--- config.mk ---
export PLATFORM = sky130hd
export DESIGN_NAME = sdram_rd_seq
export DESIGN_NICKNAME = d
export VERILOG_FILES = /design/src/rtl/sdr_rd_pkg.sv /design/src/rtl/sdr_bank_ctl.sv /design/src/rtl/sdr_burst_gen.sv /design/src/rtl/sdr_store.sv /design/src/rtl/sdr_out_pipe.sv /design/src/rtl/sdram_rd_seq.sv
export SDC_FILE = /design/constraint.sdc
export NUM_CORES = 2
export LEC_CHECK = 0
export BUFFER_PORTS_ARGS = -buffer_cell sky130_fd_sc_hd__buf_2
export CAP_MARGIN = 10
export CORE_MARGIN = 4
export CORE_UTILIZATION = 30
export CTS_BUF_LIST = sky130_fd_sc_hd__clkbuf_2
export DETAILED_ROUTE_END_ITERATION = 8
export HOLD_SLACK_MARGIN = 0.1
export MAX_ROUTING_LAYER = met4
export SYNTH_ARGS = -nofsm -noshare
export SYNTH_HDL_FRONTEND = slang
export SYNTH_SLANG_ARGS = --single-unit
--- constraint.sdc ---
create_clock -name clk -period 4.9 [get_ports clk]
set_clock_uncertainty 0.05 [all_clocks]
set_input_delay 0 -clock clk [delete_from_list [all_inputs] [get_ports clk]]
set_output_delay 0 -clock clk [all_outputs]
set_load 0.05 [all_outputs]
--- src/rtl/sdr_rd_pkg.sv ---
package sdr_rd_pkg;

    localparam int BANK_W   = 1;
    localparam int NBANK    = 1 << BANK_W;
    localparam int ROW_W    = 2;
    localparam int COL_W    = 4;
    localparam int DQ_W     = 16;
    localparam int NBYTE    = DQ_W / 8;
    localparam int ADDR_W   = BANK_W + ROW_W + COL_W;
    localparam int DEPTH    = 1 << ADDR_W;
    localparam int CL_MAX   = 3;
    localparam int MASK_LAT = 2;
    localparam int IDX_W    = 3;

    typedef enum logic [2:0] {
        CMD_NOP  = 3'd0,
        CMD_ACT  = 3'd1,
        CMD_RD   = 3'd2,
        CMD_WR   = 3'd3,
        CMD_PRE  = 3'd4,
        CMD_PALL = 3'd5
    } cmd_e;

    // One column address produced per clock by the burst engine
    typedef struct packed {
        logic              valid;
        logic [BANK_W-1:0] bank;
        logic [ROW_W-1:0]  row;
        logic [COL_W-1:0]  col;
    } beat_t;

    // One slot of the CAS latency delay line
    typedef struct packed {
        logic            valid;
        logic [DQ_W-1:0] data;
    } stage_t;

    function automatic logic [IDX_W:0] burst_words(input logic [1:0] code);
        return (IDX_W+1)'(1) << code;
    endfunction

    function automatic logic [1:0] cas_cycles(input logic [1:0] code);
        return (code == 2'd0) ? 2'd1 : code;
    endfunction

    function automatic logic [COL_W-1:0] wrap_col(input logic [COL_W-1:0] base,
                                                  input logic [IDX_W-1:0] idx,
                                                  input logic [1:0]       code);
        logic [COL_W-1:0] low_mask;
        low_mask = COL_W'(burst_words(code) - (IDX_W+1)'(1));
        return (base & ~low_mask) | ((base + COL_W'(idx)) & low_mask);
    endfunction

    function automatic logic [DQ_W-1:0] init_word(input logic [ADDR_W-1:0] a);
        logic [7:0] b;
        b = 8'(a);
        return {b, ~b};
    endfunction

endpackage

--- src/rtl/sdr_bank_ctl.sv ---
module sdr_bank_ctl
    import sdr_rd_pkg::*;
(
    input  logic              clk,
    input  logic              rst,
    input  cmd_e              cmd,
    input  logic [BANK_W-1:0] bank,
    input  logic [ROW_W-1:0]  row_in,
    output logic              rd_go,
    output logic              wr_go,
    output logic [ROW_W-1:0]  cur_row,
    output logic              err
);

    logic [NBANK-1:0] open_vec;
    logic [ROW_W-1:0] row_arr [NBANK];

    for (genvar g = 0; g < NBANK; g++) begin : g_bank
        logic             is_open;
        logic [ROW_W-1:0] row_q;

        always_ff @(posedge clk) begin
            if (rst) begin
                is_open <= 1'b0;
                row_q   <= '0;
            end else begin
                unique case (cmd)
                    CMD_ACT: if (bank == BANK_W'(g)) begin
                        is_open <= 1'b1;
                        row_q   <= row_in;
                    end
                    CMD_PRE: if (bank == BANK_W'(g)) is_open <= 1'b0;
                    CMD_PALL: is_open <= 1'b0;
                    default: ;
                endcase
            end
        end

        assign open_vec[g] = is_open;
        assign row_arr[g]  = row_q;
    end

    assign rd_go   = (cmd == CMD_RD) && open_vec[bank];
    assign wr_go   = (cmd == CMD_WR) && open_vec[bank];
    assign cur_row = row_arr[bank];

    always_ff @(posedge clk) begin
        if (rst)
            err <= 1'b0;
        else if ((cmd == CMD_RD) && !open_vec[bank])
            err <= 1'b1;
    end

    a_r9_err_sticky: assert property (@(posedge clk) disable iff (rst)
        err |=> err);

    a_r9_closed_read_flags: assert property (@(posedge clk) disable iff (rst)
        ((cmd == CMD_RD) && !open_vec[bank]) |=> err);

    a_r2_activate_opens: assert property (@(posedge clk) disable iff (rst)
        (cmd == CMD_ACT) |=> open_vec[$past(bank)]);

endmodule

--- src/rtl/sdr_burst_gen.sv ---
module sdr_burst_gen
    import sdr_rd_pkg::*;
(
    input  logic              clk,
    input  logic              rst,
    input  cmd_e              cmd,
    input  logic [BANK_W-1:0] bank,
    input  logic [COL_W-1:0]  col,
    input  logic [ROW_W-1:0]  cur_row,
    input  logic              rd_go,
    input  logic [1:0]        bl_code,
    output beat_t             beat,
    output logic              kill
);

    logic              act_q;
    logic [BANK_W-1:0] bank_q;
    logic [ROW_W-1:0]  row_q;
    logic [COL_W-1:0]  col_q;
    logic [IDX_W-1:0]  idx_q;
    logic              pre_hit;
    logic              stop;
    logic              last;

    assign pre_hit = act_q && (((cmd == CMD_PRE) && (bank == bank_q)) || (cmd == CMD_PALL));
    assign stop    = pre_hit || (cmd == CMD_WR);
    assign last    = ((IDX_W+1)'(idx_q) == (burst_words(bl_code) - (IDX_W+1)'(1)));

    always_ff @(posedge clk) begin
        if (rst) begin
            act_q  <= 1'b0;
            bank_q <= '0;
            row_q  <= '0;
            col_q  <= '0;
            idx_q  <= '0;
        end else if (rd_go) begin
            act_q  <= 1'b1;
            bank_q <= bank;
            row_q  <= cur_row;
            col_q  <= col;
            idx_q  <= '0;
        end else if (stop) begin
            act_q  <= 1'b0;
        end else if (act_q) begin
            if (last)
                act_q <= 1'b0;
            else
                idx_q <= idx_q + 1'b1;
        end
    end

    always_comb begin
        beat.valid = act_q;
        beat.bank  = bank_q;
        beat.row   = row_q;
        beat.col   = wrap_col(col_q, idx_q, bl_code);
    end

    // The word fetched on the precharge clock is dropped before it enters the delay line
    assign kill = pre_hit;

    a_r7_pall_stops_engine: assert property (@(posedge clk) disable iff (rst)
        (cmd == CMD_PALL) |=> !beat.valid);

    a_r6_read_restarts: assert property (@(posedge clk) disable iff (rst)
        rd_go |=> (beat.valid && (beat.col == $past(col))));

endmodule

--- src/rtl/sdr_store.sv ---
module sdr_store
    import sdr_rd_pkg::*;
(
    input  logic              clk,
    input  logic              rst,
    input  logic              we,
    input  logic [ADDR_W-1:0] waddr,
    input  logic [DQ_W-1:0]   wdata,
    input  logic [ADDR_W-1:0] raddr,
    output logic [DQ_W-1:0]   rdata
);

    logic [DQ_W-1:0] mem [DEPTH];

    always_ff @(posedge clk) begin
        if (rst) begin
            for (int i = 0; i < DEPTH; i++)
                mem[i] <= init_word(ADDR_W'(i));
        end else if (we) begin
            mem[waddr] <= wdata;
        end
    end

    assign rdata = mem[raddr];

endmodule

--- src/rtl/sdr_out_pipe.sv ---
module sdr_out_pipe
    import sdr_rd_pkg::*;
(
    input  logic             clk,
    input  logic             rst,
    input  logic             beat_valid,
    input  logic [DQ_W-1:0]  rdata,
    input  logic             kill,
    input  logic             flush,
    input  logic [NBYTE-1:0] mask,
    input  logic [1:0]       cas_code,
    output logic [DQ_W-1:0]  dq,
    output logic [NBYTE-1:0] oe
);

    stage_t           st [CL_MAX];
    logic [NBYTE-1:0] mp [MASK_LAT+1];
    logic [1:0]       tap;
    stage_t           sel;

    always_ff @(posedge clk) begin
        if (rst) begin
            for (int i = 0; i < CL_MAX; i++)
                st[i] <= '0;
            for (int j = 0; j <= MASK_LAT; j++)
                mp[j] <= '0;
        end else begin
            st[0].valid <= beat_valid & ~kill & ~flush;
            st[0].data  <= rdata;
            for (int i = 1; i < CL_MAX; i++) begin
                st[i].valid <= st[i-1].valid & ~flush;
                st[i].data  <= st[i-1].data;
            end
            mp[0] <= mask;
            for (int j = 1; j <= MASK_LAT; j++)
                mp[j] <= mp[j-1];
        end
    end

    assign tap = cas_cycles(cas_code) - 2'd1;
    assign sel = st[tap];

    for (genvar g = 0; g < NBYTE; g++) begin : g_byte
        assign oe[g]         = sel.valid & ~mp[MASK_LAT][g];
        assign dq[g*8 +: 8]  = oe[g] ? sel.data[g*8 +: 8] : 8'h00;
    end

    a_r8_write_blanks: assert property (@(posedge clk) disable iff (rst)
        flush |=> (oe == '0));

    a_r5_mask_lo_gap: assert property (@(posedge clk) disable iff (rst)
        mask[0] |-> ##3 !oe[0]);

    a_r5_mask_hi_gap: assert property (@(posedge clk) disable iff (rst)
        mask[NBYTE-1] |-> ##3 !oe[NBYTE-1]);

endmodule

--- src/rtl/sdram_rd_seq.sv ---
module sdram_rd_seq
    import sdr_rd_pkg::*;
(
    input  logic              clk,
    input  logic              rst,
    input  logic [2:0]        cmd,
    input  logic [BANK_W-1:0] bank,
    input  logic [ROW_W-1:0]  row,
    input  logic [COL_W-1:0]  col,
    input  logic [DQ_W-1:0]   din,
    input  logic              mask_hi,
    input  logic              mask_lo,
    input  logic [1:0]        cas_code,
    input  logic [1:0]        bl_code,
    output logic [DQ_W-1:0]   dq,
    output logic [NBYTE-1:0]  dq_oe,
    output logic              proto_err
);

    cmd_e             cmd_c;
    logic             rd_go;
    logic             wr_go;
    logic [ROW_W-1:0] cur_row;
    beat_t            beat;
    logic             kill;
    logic [DQ_W-1:0]  rdata;

    assign cmd_c = cmd_e'(cmd);

    sdr_bank_ctl i_bank (
        .clk     (clk),
        .rst     (rst),
        .cmd     (cmd_c),
        .bank    (bank),
        .row_in  (row),
        .rd_go   (rd_go),
        .wr_go   (wr_go),
        .cur_row (cur_row),
        .err     (proto_err)
    );

    sdr_burst_gen i_burst (
        .clk     (clk),
        .rst     (rst),
        .cmd     (cmd_c),
        .bank    (bank),
        .col     (col),
        .cur_row (cur_row),
        .rd_go   (rd_go),
        .bl_code (bl_code),
        .beat    (beat),
        .kill    (kill)
    );

    sdr_store i_store (
        .clk   (clk),
        .rst   (rst),
        .we    (wr_go),
        .waddr ({bank, cur_row, col}),
        .wdata (din),
        .raddr ({beat.bank, beat.row, beat.col}),
        .rdata (rdata)
    );

    sdr_out_pipe i_out (
        .clk        (clk),
        .rst        (rst),
        .beat_valid (beat.valid),
        .rdata      (rdata),
        .kill       (kill),
        .flush      (cmd_c == CMD_WR),
        .mask       ({mask_hi, mask_lo}),
        .cas_code   (cas_code),
        .dq         (dq),
        .oe         (dq_oe)
    );

endmodule

==> flow_summary.json <==
{
  "insertion_delay_ns": 1.93,
  "antenna_left": 0,
  "leakage_nw": 38.3,
  "synth-seq-cells": 2123,
  "tightest_slew_ns": 1.55,
  "max_freq_mhz": 213,
  "reg2reg_from": "i_burst.idx_q[0]$_SDFFE_PP0P_",
  "dp_slack_ns": -0.262,
  "ys_warn_count": 0,
  "drt-total-wl_mm": 338,
  "crit_type": "flip-flop to flip-flop",
  "setup_tns_ns": 0,
  "start_util_pct": 30.2,
  "ir_drop_uv": 266,
  "violations": "capacitance limit, slew limit",
  "dr.pass1.iters": 9,
  "worstPathMaxFanout": 35,
  "reg2reg_to": "i_out.st[0][0]$_SDFF_PP0_",
  "cts_tree": "built",
  "hold_viol_final": 0,
  "ys_top_cells_by_area": "edfxtp_1, or3_1, and2_1",
  "viasPerCell": 5.31,
  "die_y_um": 583,
  "die_x_um": 583,
  "grt_pass1_wl_mm": 491,
  "worst_slack_ns": 0.201,
  "drv_cap": 1,
  "core-area_um2": 328000,
  "grt_setup_unrepaired": "false",
  "antenna_found_initial": 28,
  "drt-wirelength-per-cell_um": 24.1,
  "drive_gt1_share_pct": 15.9,
  "worst_setup_path_end_kind": "flip-flop",
  "startpoint_type": "flip-flop",
  "min_path_type": "input pin to flip-flop",
  "hold_depth": 6,
  "synthArstFlopShare_pct": 0,
  "setup_viol": 0,
  "grt_overflow": 0,
  "timing.final.crit_period_ns": 4.70,
  "min-delay-start": "din[7]",
  "synth_area_um2": 99300,
  "drc": 0,
  "htree_levels": 6,
  "status": "finished, violations left",
  "synthDistinctLibCells": 52,
  "rrSetupSlack_ns": 0.20,
  "synth_edf_count": 2048,
  "max-slew-margin-rel_pct": -3.75,
  "fill_cells": 32819,
  "crit_arrival_ns": 6.46,
  "port_buffers": 52,
  "num_rows": 210,
  "grt_pass1_vias": 72087,
  "seq_area_frac_synth_pct": 63.5,
  "holdPathEnd": "i_store.mem[34][7]$_SDFFCE_PN1P_",
  "grt_max_degree": 129,
  "grt_use_total_pct": 19.7,
  "place.gp.congestion": 0.923,
  "hpwl_mm": 199,
  "required_ns": 6.67,
  "syn_area_per_cell_um2": 11.1,
  "area_growth_syn_to_layout_pct": 13.1,
  "synth_flop_cell": "edfxtp_1",
  "clock-sinks": 2123,
  "design_area_um2": 112000,
  "drt-initial-drc-count": 9399,
  "root_buffer": "clkbuf_2",
  "vias": 74305,
  "io_pins": 53,
  "p_per_area_nw_per_um2": 309,
  "clock_path_buffers": 4,
  "min_period_over_period_pct": 95.9,
  "place_area_um2": 105000,
  "fin_nets": 9268,
  "yosys.area.top_type_share_pct": 61.9,
  "syn_nets": 8945,
  "die-area_um2": 340000,
  "clk_pin_slew_ns": 0.10,
  "reg2regPathDepth": 14,
  "cts_made_buffers": 583,
  "yosysTopAreaCell": "edfxtp_1",
  "synthCells": 8907,
  "drv_slew": 3
}
-- power by group --
part	leakage, nW	internal [W]	switching, W	total (W)
Sequential	18.1	0.0201	0.000120	0.0202
Clock	3.96	0.00512	0.00759	0.0127
Combinational	16.2	0.000402	0.00138	0.00178
Total	38.3	0.0256	0.00908	0.0347
-- placed cells by master, fill, tap and decap left out, types with 19 or more instances in the layout --
cell           netlist  routed
edfxtp_1          2048    2048
nand2_1           1681    1667
or3_1             1039    1039
and2_1            1022    1021
clkbuf_2             0     868
nand3_1            817     808
buf_4               17     343
mux2i_1            309     309
a21oi_1            217     217
nor2_1             180     180
dlygate4sd3_1        0     145
or2_2              125     125
a311oi_1           109     107
and3_1              81      81
clkinv_1             0      78
dfxtp_1             75      74
buf_12               0      57
o22ai_1             56      56
nor2b_1             51      50
nor3_1              43      43
buf_2              150      35
a31oi_1             35      33
nor4_1              33      31
diode_2              0      23
o21ai_0             21      21
a211oi_1            19      19
-- repair_timing --
| item | 4_1_cts | 5_1_grt |
|---|---|---|
| gates cloned | 0 | 0 |
| hold endpoints to repair | 4171 | 0 |
| hold buffers | 162 | 0 |
| endpoints found under the setup margin | 1 | 1 |
| gates resized for setup | 2 | 2 |
| buffers inserted | 0 | 0 |
-- worst max-delay path: stages, from the launching register on --
cell and delay (ns):
dfxtp_1 0.39, ha_1 0.25, fa_1 0.57, mux2_8 0.52, buf_12 0.29, buf_4 0.22
nand2_1 0.06, nand3_1 0.08, a21oi_1 0.15, nor4_1 0.54, buf_4 0.23, nand4_1 0.25
buf_4 0.27, a311oi_1 0.42, or3_1 0.18
-- layer usage --
layer	GRT usage, %	vias to the layer above	part of all wire (%)
met5	-	-	0
met3	4.29	732	10
met2	30.2	4078	46
met1	25.4	36893	39
li1	-	32602	-
met4	8.26	0	4.2
-- how the worst max path moves through the flow --
stage,from,endpoint,cells after the start
after CTS,i_burst.idx_q[0]$_SDFFE_PP0P_,i_out.st[0][15]$_SDFF_PP0_,13
after detailed placement,i_burst.idx_q[0]$_SDFFE_PP0P_,i_out.st[0][15]$_SDFF_PP0_,12
after floorplan,i_burst.idx_q[0]$_SDFFE_PP0P_,i_out.st[0][15]$_SDFF_PP0_,14
after global routing,i_burst.idx_q[0]$_SDFFE_PP0P_,i_out.st[0][15]$_SDFF_PP0_,12
after global placement,i_burst.idx_q[0]$_SDFFE_PP0P_,i_out.st[0][15]$_SDFF_PP0_,12
final,i_burst.idx_q[0]$_SDFFE_PP0P_,i_out.st[0][0]$_SDFF_PP0_,14
-- cell usage after synthesis, drive strengths merged, types with 3 or more instances --
master and number:
nand2 1681, a31oi 35, mux4 8, dfxtp 75, buf 200, nand4 16, or3 1039, nor4 33
nor2 180, a211oi 19, and3 81, xnor2 3, mux2i 310, nor2b 51, nand3 817, nand3b 16
edfxtp 2048, a21oi 217, o21ai 25, clkbuf 661, ha 3, o22ai 56, o211ai 4, and2 1022
a21o 4, inv 3, or2 129, nor3 43, a311oi 109
-- layout make-up --
| class | instances | area, µm² | area share, % |
|---|---|---|---|
| Clock inverter | 113 | 678 | 0.604 |
| Multi-Input combinational cell | 5920 | 32900 | 29.3 |
| Timing Repair Buffer | 599 | 5800 | 5.17 |
| Inverter | 3 | 11.3 | 0.0100 |
| Sequential cell | 2123 | 63000 | 56.1 |
| Antenna cell | 23 | 57.6 | 0.0513 |
| Clock buffer | 868 | 4340 | 3.87 |
| Tap cell | 4346 | 5440 | 4.84 |
-- flip-flops by register name, summed over array words and instances (netlist names) --
signal                 flops
i_out.st                  51
i_bank.g_bank.is_open      2
i_burst.bank_q             1
i_out.mp                   6
i_burst.act_q              1
i_burst.idx_q              3
i_burst.row_q              2
i_store.mem             2048
i_bank.g_bank.row_q        4
i_burst.col_q              4
i_bank.err                 1
-- through the flow --
step / power (W) / utilization [%] / instances / hold WS, ns
2_1_floorplan: 0.0214 / - / 8907 / 0.0782
3_3_place_gp: 0.0222 / 32.0 / 12828 / 0.179
3_5_place_dp: 0.0223 / 32.1 / 12829 / 0.203
4_1_cts: 0.0349 / 34.2 / 13972 / 0.115
5_1_grt: 0.0360 / 34.2 / 13982 / 0.267
6_report: 0.0347 / 34.2 / 13995 / 0.327
-- kinds of logic (layout without fill, tap and decap cells) --
family	after synthesis	in the layout	share of synthesized area, %
AO/OA/AOI/OAI	479	479	3.04
XOR/XNOR	5	5	0.0441
adder cells (fa/ha/maj)	4	4	0.0580
buffers and inverters	864	1583	3.59
flip-flops	2123	2123	63.5
multiplexers	319	319	3.33
other	0	23	0
AND/OR/NAND/NOR	5113	5113	26.5
Power figures use the tool's default switching activity.
